### src/rtl/sleep_pkg.sv
package sleep_pkg;
  localparam int STATE_W = 3;
  localparam int KIND_W  = 2;

  typedef enum logic [STATE_W-1:0] {
    CST_C0  = 3'd0,
    CST_C1  = 3'd1,
    CST_C1E = 3'd2,
    CST_C6  = 3'd3,
    CST_C8  = 3'd4,
    CST_C10 = 3'd5
  } cstate_e;

  typedef enum logic [KIND_W-1:0] {
    ENTRY_HALT    = 2'd0,
    ENTRY_MONITOR = 2'd1,
    ENTRY_TIMED   = 2'd2
  } entry_e;

  localparam logic [STATE_W-1:0] DEEPEST = CST_C10;

  function automatic logic code_ok(input logic [STATE_W-1:0] code);
    return code <= DEEPEST;
  endfunction

  function automatic logic kind_ok(input logic [KIND_W-1:0] kind);
    return kind != 2'd3;
  endfunction
endpackage

### src/rtl/thread_tracker.sv
module thread_tracker
  import sleep_pkg::*;
(
  input  logic               clk,
  input  logic               rst,
  input  logic               req_valid,
  input  logic [STATE_W-1:0] req_code,
  input  logic [KIND_W-1:0]  req_kind,
  input  logic               irq,
  input  logic               mon_hit,
  input  logic               deadline,
  input  logic               pkg_grant,
  output logic [STATE_W-1:0] state_q,
  output logic [STATE_W-1:0] state_d
);
  logic mon_armed_q, timed_armed_q;
  logic mon_armed_d, timed_armed_d;
  logic wake, accept;

  always_comb begin
    wake   = irq | pkg_grant | (mon_hit & mon_armed_q) | (deadline & timed_armed_q);
    accept = req_valid & code_ok(req_code) & kind_ok(req_kind);
    state_d       = state_q;
    mon_armed_d   = mon_armed_q;
    timed_armed_d = timed_armed_q;
    if (wake) begin
      state_d       = CST_C0;
      mon_armed_d   = 1'b0;
      timed_armed_d = 1'b0;
    end else if (accept) begin
      state_d       = req_code;
      mon_armed_d   = (req_kind == ENTRY_MONITOR) || (req_kind == ENTRY_TIMED);
      timed_armed_d = (req_kind == ENTRY_TIMED);
    end
  end

  always_ff @(posedge clk) begin
    if (rst) begin
      state_q       <= CST_C0;
      mon_armed_q   <= 1'b0;
      timed_armed_q <= 1'b0;
    end else begin
      state_q       <= state_d;
      mon_armed_q   <= mon_armed_d;
      timed_armed_q <= timed_armed_d;
    end
  end
endmodule

### src/rtl/pkg_wake_arbiter.sv
module pkg_wake_arbiter #(
  parameter int NUM_THREADS = 4
) (
  input  logic                   pkg_irq,
  input  logic [NUM_THREADS-1:0] sleeping,
  output logic [NUM_THREADS-1:0] grant
);
  always_comb begin
    grant = '0;
    for (int i = NUM_THREADS - 1; i >= 0; i--) begin
      if (pkg_irq && sleeping[i]) begin
        grant    = '0;
        grant[i] = 1'b1;
      end
    end
  end
endmodule

### src/rtl/state_min_reducer.sv
module state_min_reducer #(
  parameter int NUM_IN = 4,
  parameter int W      = 3
) (
  input  logic [NUM_IN*W-1:0] vals,
  output logic [W-1:0]        min_val
);
  always_comb begin
    min_val = {W{1'b1}};
    for (int i = 0; i < NUM_IN; i++) begin
      if (vals[i*W +: W] < min_val) min_val = vals[i*W +: W];
    end
  end
endmodule

### src/rtl/core_sleep_resolver.sv
module core_sleep_resolver
  import sleep_pkg::*;
#(
  parameter int NUM_THREADS = 4
) (
  input  logic                           clk,
  input  logic                           rst,
  input  logic [NUM_THREADS-1:0]         req_valid,
  input  logic [STATE_W*NUM_THREADS-1:0] req_state,
  input  logic [KIND_W*NUM_THREADS-1:0]  req_kind,
  input  logic [NUM_THREADS-1:0]         irq,
  input  logic [NUM_THREADS-1:0]         mon_hit,
  input  logic [NUM_THREADS-1:0]         deadline,
  input  logic                           pkg_irq,
  output logic [STATE_W*NUM_THREADS-1:0] thread_state,
  output logic [STATE_W-1:0]             core_state
);
  localparam int FLAT_W = STATE_W * NUM_THREADS;

  logic [FLAT_W-1:0]      next_flat;
  logic [NUM_THREADS-1:0] sleeping;
  logic [NUM_THREADS-1:0] grant;
  logic [STATE_W-1:0]     core_d;
  logic [STATE_W-1:0]     core_q;

  pkg_wake_arbiter #(.NUM_THREADS(NUM_THREADS)) u_arb (
    .pkg_irq  (pkg_irq),
    .sleeping (sleeping),
    .grant    (grant)
  );

  for (genvar t = 0; t < NUM_THREADS; t++) begin : g_thr
    thread_tracker u_trk (
      .clk       (clk),
      .rst       (rst),
      .req_valid (req_valid[t]),
      .req_code  (req_state[t*STATE_W +: STATE_W]),
      .req_kind  (req_kind[t*KIND_W +: KIND_W]),
      .irq       (irq[t]),
      .mon_hit   (mon_hit[t]),
      .deadline  (deadline[t]),
      .pkg_grant (grant[t]),
      .state_q   (thread_state[t*STATE_W +: STATE_W]),
      .state_d   (next_flat[t*STATE_W +: STATE_W])
    );
    assign sleeping[t] = thread_state[t*STATE_W +: STATE_W] != CST_C0;
  end

  state_min_reducer #(.NUM_IN(NUM_THREADS), .W(STATE_W)) u_min (
    .vals    (next_flat),
    .min_val (core_d)
  );

  always_ff @(posedge clk) begin
    if (rst) core_q <= CST_C0;
    else     core_q <= core_d;
  end

  assign core_state = core_q;
endmodule

### config.mk
export PLATFORM = sky130hd
export DESIGN_NAME = core_sleep_resolver
export DESIGN_NICKNAME = d
export VERILOG_FILES = /design/src/rtl/sleep_pkg.sv /design/src/rtl/thread_tracker.sv /design/src/rtl/pkg_wake_arbiter.sv /design/src/rtl/state_min_reducer.sv /design/src/rtl/core_sleep_resolver.sv
export SDC_FILE = /design/constraint.sdc
export NUM_CORES = 1
export LEC_CHECK = 0
export ABC_AREA = 1
export BUFFER_PORTS_ARGS = -buffer_cell sky130_fd_sc_hd__buf_2
export CELL_PAD_IN_SITES_DETAIL_PLACEMENT = 1
export CELL_PAD_IN_SITES_GLOBAL_PLACEMENT = 1
export CORE_MARGIN = 4
export CORE_UTILIZATION = 35
export DETAILED_ROUTE_END_ITERATION = 6
export PLACE_DENSITY_LB_ADDON = 0.1
export SLEW_MARGIN = 10
export SYNTH_ARGS = -nofsm -noshare
export SYNTH_HDL_FRONTEND = slang
export SYNTH_HIERARCHICAL = 1
export SYNTH_SLANG_ARGS = --single-unit
### constraint.sdc
create_clock -name clk -period 4.05 [get_ports clk]
set_input_delay 0.405 -clock clk [delete_from_list [all_inputs] [get_ports clk]]
set_output_delay 0.405 -clock clk [all_outputs]
set_load 0.02 [all_outputs]
==> impl_results.md, run 1 <==
- Vias in the first global route: approximately 1,900
- Sequential fraction of the synthesis area: between 20 and 30%
- Num CTS Buffers: 3
- I/O pins: 54
- Final-report hold violation count: 0
- DRC Markers: 0
- Final setup vio count: 0
- # port buffers: 53
- Core area: ~4900 µm²
- Worst path bufs/invs: 4
- Drt total wl: ~4400 µm
- Post-route worst setup slack: a little over 0.5 ns
- Pint: around 0.00039 W
- Finished Layout Cells: between 400 and 500
- Final Cycle Share: 87.4%
- Slew headroom: 72.6%
- Nets: between 400 and 500
- CTS Hold Bufs: 0
- Seq pwr share: between 30% and 40%
- Initial Util: a little under two fifths
- Synthesized area per cell: between 6 and 7 µm²
- Largest net degree at the start of global routing: 20
- Switch share: about 36%
- Reg-to-Reg Start: g_thr[1].u_trk/state_q[1]
- Status: completed
- Initial antenna violation count: 0
- Hold Startpoint: g_thr[1].u_trk/mon_armed_q
- CTS max path bufs: 2
- Per-cell routed wire length: between 10 and 15 µm
- Placed cell count: 415
- CTS tree: built
- Power share of the clock group: approximately a quarter
- Post-DP HPWL: 3850 µm
- Clock Skew: between 0.003 and 0.004 ns
- Clock latency on the worst-skew pair: ~0.26 ns
- YS warnings: 6
- Tightest Hold Check Type: reg2reg
- CP Launch Type: register
- Vias per Instance: roughly 4.4
- Area after DPL: between 2000 and 2500 µm²
- Synth unique cells: 19
- Worst Reg-to-Reg Cells: 29
- Die area: between 6000 and 7000 µm²
- Psw: approximately 0.00022 W
- Final core occ: a little under half
- H-Tree Depth: 1
- Leakage power: approximately 1.3 nW
- Fraction of layout cells with a size suffix above 1: 27.8%
- P&R area growth vs syn: 21.5%
- Iteration-0 DRC Markers: 14
- Grt total ovfl: 0
- CTS resizes: 0
- VDD IR-drop max: around 0.00011 V
- Slew of the pin with the lowest slew margin: 0.410 ns
- Clk sinks: 23
- WHS Endpoint: g_thr[1].u_trk/mon_armed_q
- Synthesized area: 1820 µm²
- CP max stage delay: ~0.37 ns
- First-pass GRT wire length: 7950 µm
- Die width: between 80 and 90 µm
- Yosys reg bits: 23
- Worst setup EP type: register
- Post-synthesis instance total: between 200 and 300
- Crit path max-delay family: simple AND/OR/NAND/NOR gates
- Antenna Nets Post-Route: 0
- Slew Limit Fails: 0
- Finished Cell Area: between 2000 and 2500 µm²
- CTS root buf: clkbuf_8
- Pwr Density: 279 nW/µm²
- Setup WS pre-CTS: 0.504 ns
- CP max-delay cell: dfxtp_1
- Final Critical Period: ~3.5 ns
- Crit-path most repeated cell: nor2_1
- Clock slew at the register clock pins of the worst setup and hold paths: around 0.080 ns
- Power share of the combinational group: ~37%
- Post-CTS Setup Bufs: 0
- Top cells by area, synth: dfxtp_1 (25%), inv_1 (15%), nand2_1 (14%)
- Fmax: roughly 280 MHz
- Via count: between 1,500 and 2,000
- TNS Setup: 0 ns
- Cells on Worst Hold Path: 2
- Crit-path max FO: 5
- CP Data Required Time: between 4 and 5 ns
- Syn Nets: 350
- CP arrival: about 3.7 ns
- Crit Path Category: reg2reg
- Diode count: 0
- Synth top area share: between 20% and 30%
- Max-Cap Viols: 0
- Synth area leader: dfxtp_1
- DR pass1 iterations: 4
- Die span in y: about 80 µm
- Num rows: 25
- RSZ-0062 raised after global routing: no
- Placer Congestion: approximately 0.7
- R2R Setup Slk: 0.51 ns
- Reg2reg end: core_state[1]
- Gr usage total: 15.3%
[through the flow]
step	hold WS [ns]	power, W
after floorplan	0.438	0.000411
after global placement	0.450	0.000470
after detailed placement	0.453	0.000479
after CTS	0.468	0.000630
after global routing	0.477	0.000674
final	0.465	0.000616
[placed cells by master, fill, tap and decap left out]
master,n
inv_1,73
o21ai_0,1
nor2_4,4
clkbuf_8,3
a21oi_2,2
inv_2,7
buf_2,53
nor2_1,32
nand3_1,29
a21oi_4,1
nand2_1,66
nand3_2,2
nor2_2,8
nand3b_1,4
dfxtp_1,23
nor3_2,1
a21oi_1,9
ha_1,15
nand2_2,17
clkbuf_1,1
o21ai_1,1
[routing by layer]
layer	global-route usage [%]	part of all wire [%]	vias to the layer above
met5	0	0	-
met4	5.07	1.0	0
met3	1.69	4.7	4
met2	27.8	48	33
met1	18.5	46	817
li1	-	-	983
[how the worst max path moves through the flow]
stage                         end                       from  slack (ns)  depth (start not counted)
CTS                 core_state[0]  g_thr[0].u_trk/state_q[1]        0.49                         30
floorplan           core_state[1]  g_thr[0].u_trk/state_q[1]        0.88                         32
detailed placement  core_state[0]                req_kind[2]        0.50                         30
global route        core_state[0]  g_thr[1].u_trk/state_q[2]       0.002                         31
finish              core_state[1]  g_thr[1].u_trk/state_q[1]        0.51                         29
global placement    core_state[0]                req_kind[2]        0.62                         30
[flip-flops by register name, summed over array words and instances (netlist names)]
name and cells:
g_thr.u_trk/state_q 12, g_thr.u_trk/timed_armed_q 4, g_thr.u_trk/mon_armed_q 4, core_state 3
[cell families after synthesis]
group,after synthesis,synth area share (%)
AO/OA/AOI/OAI,14,4.89
adder cells (fa/ha/maj),15,10.3
buffers and inverters,81,16.7
flip-flops,23,25.4
AND/OR/NAND/NOR,163,42.7
[power groups by stage]
stage | clock network, W | registers [W] | logic (W)
final | 0.000145 | 0.000243 | 0.000228
after CTS | 0.000155 | 0.000243 | 0.000233
after floorplan | 0 | 0.000260 | 0.000151
after global routing | 0.000164 | 0.000244 | 0.000266
after global placement | 0 | 0.000248 | 0.000222
after detailed placement | 0 | 0.000248 | 0.000231
[worst min-delay path, cell delays in order (launching register included)]
cell and delay, ns:
dfxtp_1 0.32, nand2_1 0.06, a21oi_1 0.05
[Yosys cell counts, drive strengths merged]
cell type	n
a21oi	12
clkbuf	1
dfxtp	23
ha	15
inv	80
nand2	83
nand3	31
nand3b	4
nor2	44
nor3	1
o21ai	2
[area by class of cell]
type	count	area, µm²
Fill cell	700	2670
Multi-Input combinational cell	192	1050
Timing Repair Buffer	53	265
Inverter	80	300
Sequential cell	23	460
Clock buffer	4	45.0
Tap cell	67	83.8
(Power assumes the default switching activity.)
==> run 2, diff against run 1 <==
CORE_ASPECT_RATIO = 1.1   (was unset)
==> run 2 against run 1 <==
Largest cell class unchanged. Routed wire length fell by 3.0%. Flip-flop and latch count did not move. Final area fell by 0.51%. Worst hold slack got worse by 0.0025 ns. Sequential share of layout area rose by 0.11 points. First-iteration DRC count rose by 36%. Clock power rose by 3%. Worst setup slack improved by 0.015 ns. Final cell count fell by 2.1%.
==> impl_results.md, run 2 (synthesis results as in run 1) <==
- Max-Cap Viols: 0 (unchanged)
- Clock Skew: 0.00526 ns (+0.00146 ns)
- First-pass GRT wire length: 7580 µm (-4.6%)
- Initial Util: 36.3% (-0.89 points)
- Pwr Density: 284 nW/µm² (+1.6%)
- Clk sinks: 23 (unchanged)
- M1 WL: 1850 µm (-9.8%)
- Final Cycle Share: 87.0% (-0.37 points)
- Top Metal Used: met4
- CTS resizes: 0 (unchanged)
- Num rows: 27 (+8.0%)
- # port buffers: 53 (unchanged)
- Most frequent cells in the layout: inv_1 (73), nand2_1 (66), buf_2 (53), nor2_1 (32), nand3_1 (29)
- TNS Setup: 0 ns (unchanged)
- Antenna Nets Post-Route: 0 (unchanged)
- Top reg by flops: g_thr.u_trk/state_q
- CTS max path bufs: 2 (unchanged)
- Post-DP HPWL: 3700 µm (-4.0%)
- Num CTS Buffers: 3 (unchanged)
- Slew of the pin with the lowest slew margin: 0.395 ns (-0.0154 ns)
- Final setup vio count: 0 (unchanged)
- I/O pins: 54 (unchanged)
- Die area: 6400 µm² (about the same)
- DRC Markers: 0 (unchanged)
- Crit-path max FO: 4 (-1)
- CTS root buf: clkbuf_8
- Leakage power: 1.32 nW (unchanged)
- Initial antenna violation count: 0 (unchanged)
- Vias per Instance: 4.54 (+3.6%)
- H-Tree Depth: 1 (unchanged)
- CP max stage delay: 0.33 ns (-0.04 ns)
- Crit Path Category: reg2reg
- Core area: 5000 µm² (+2.5%)
- Status: completed
- Final Critical Period: 3.52 ns (-0.0151 ns)
- CTS Hold Bufs: 0 (unchanged)
- Worst path bufs/invs: 5 (+1)
- Largest net degree at the start of global routing: 20 (unchanged)
- Slew headroom: 73.7% (+1.0 points)
- Gr usage total: 14.0% (-1.3 points)
- Min Hold Slack: 0.462 ns (-0.00246 ns)
- Clock latency on the worst-skew pair: 0.27 ns (about the same)
- Clock slew at the register clock pins of the worst setup and hold paths: 0.09 ns (about the same)
- DR pass1 iterations: 4 (unchanged)
- Vias in the first global route: 1,867 (-3.5%)
- Die span in y: 83.5 µm (+4.4%)
- Crit path max-delay family: simple AND/OR/NAND/NOR gates
- Post-CTS Setup Bufs: 0 (unchanged)
- Max reg flops: 12 (unchanged)
- VDD IR-drop max: 0.000118 V (+3.5%)
- Fmax: 284 MHz (+0.43%)
- Diode count: 0 (unchanged)
- Biggest regs: g_thr.u_trk/state_q (12), g_thr.u_trk/mon_armed_q (4), g_thr.u_trk/timed_armed_q (4)
- Tightest Hold Check Type: reg2reg
- Commonest non-fill, non-tap cell in the layout: inv_1
- Slew Limit Fails: 0 (unchanged)
- RSZ-0062 raised after global routing: no
- Filler cell count: 724 (+3.4%)
- Via count: 1,863 (+1.4%)
- Die width: 76.7 µm (-4.2%)
- Worst setup EP type: register
- Met2 wire len: 2170 µm (+3.0%)
- Final-report hold violation count: 0 (unchanged)
- Crit-path most repeated cell: nor2_1
- CP max-delay cell: dfxtp_1
- Grt total ovfl: 0 (unchanged)
- P&R area growth vs syn: 20.9%
- Fraction of layout cells with a size suffix above 1: 27.8% (unchanged)
- Iteration-0 DRC Markers: 19 (+5)
- CP arrival: 3.68 ns (about the same)
- CP Data Required Time: 4.21 ns (+0.02 ns)
- Drt total wl: 4280 µm (-3.0%)
- Nets: 407 (unchanged)
- Placer Congestion: 0.725 (+3.5%)
- Detail Route met3 WL: 198 µm (-4.3%)
- CTS tree: built
- Per-cell routed wire length: 10.4 µm (-0.86%)
- CP Launch Type: register
-- run 2: cell counts in the layout (fill, tap and decap cells not counted) --
Identical to the previous run, type by type.
-- run 2: worst paths after layout --
path                                     start                      endpoint  slack [ns]  cells past startpoint
setup / recovery     g_thr[0].u_trk/state_q[1]                 core_state[1]        0.53                     30
hold / removal    g_thr[1].u_trk/timed_armed_q  g_thr[1].u_trk/timed_armed_q        0.46                      2
setup reg to reg     g_thr[0].u_trk/state_q[1]                 core_state[1]        0.53                     30
hold reg to reg   g_thr[1].u_trk/timed_armed_q  g_thr[1].u_trk/timed_armed_q        0.46                      2
-- run 2: routing by layer --
metal | GRT usage [%] | vias to the layer above
met3 | 2.16 | 5
li1 | - | 985
met1 | 15.8 | 836
met4 | 4.94 | 0
met5 | 0 | -
met2 | 26.1 | 37
-- run 2: stage by stage --
| stage | power (W) | instance area (µm²) | util [%] | worst slack [ns] | instances |
|---|---|---|---|---|---|
| 2_1_floorplan | 0.000411 | 1820 | - | 0.878 | 296 |
| 6_report | 0.000623 | 2190 | 43.9 | 0.525 | 410 |
| 4_1_cts | 0.000638 | 2190 | 43.9 | 0.484 | 410 |
| 3_5_place_dp | 0.000478 | 2150 | 43.0 | 0.484 | 406 |
| 5_1_grt | 0.000674 | 2190 | 43.9 | 0.134 | 410 |
| 3_3_place_gp | 0.000470 | 2150 | 43.0 | 0.617 | 406 |
-- run 2: area by class of cell --
class | instances | area (µm²) | share of cell area (%)
multi-input combinational | 192 | 1050 | 47.9
timing repair buffer | 53 | 265 | 12.1
tap | 58 | 72.6 | 3.31
inverter | 80 | 300 | 13.7
clock buffer | 4 | 45.0 | 2.05
sequential | 23 | 460 | 21.0
-- run 2: report_power, final --
| part | internal (W) | switching (W) |
|---|---|---|
| sequential | 0.000237 | 0.00000513 |
| combinational | 0.0000851 | 0.000145 |
| clock | 0.0000705 | 0.0000798 |
-- run 2: worst register-to-register path, delay by kind of cell (launching register included) --
kind | cells | cell delay, ns
simple gates | 19 | 1.53
compound gates | 3 | 0.38
flops | 1 | 0.33
buf+inv | 5 | 0.29
fa+ha+maj | 3 | 0.89
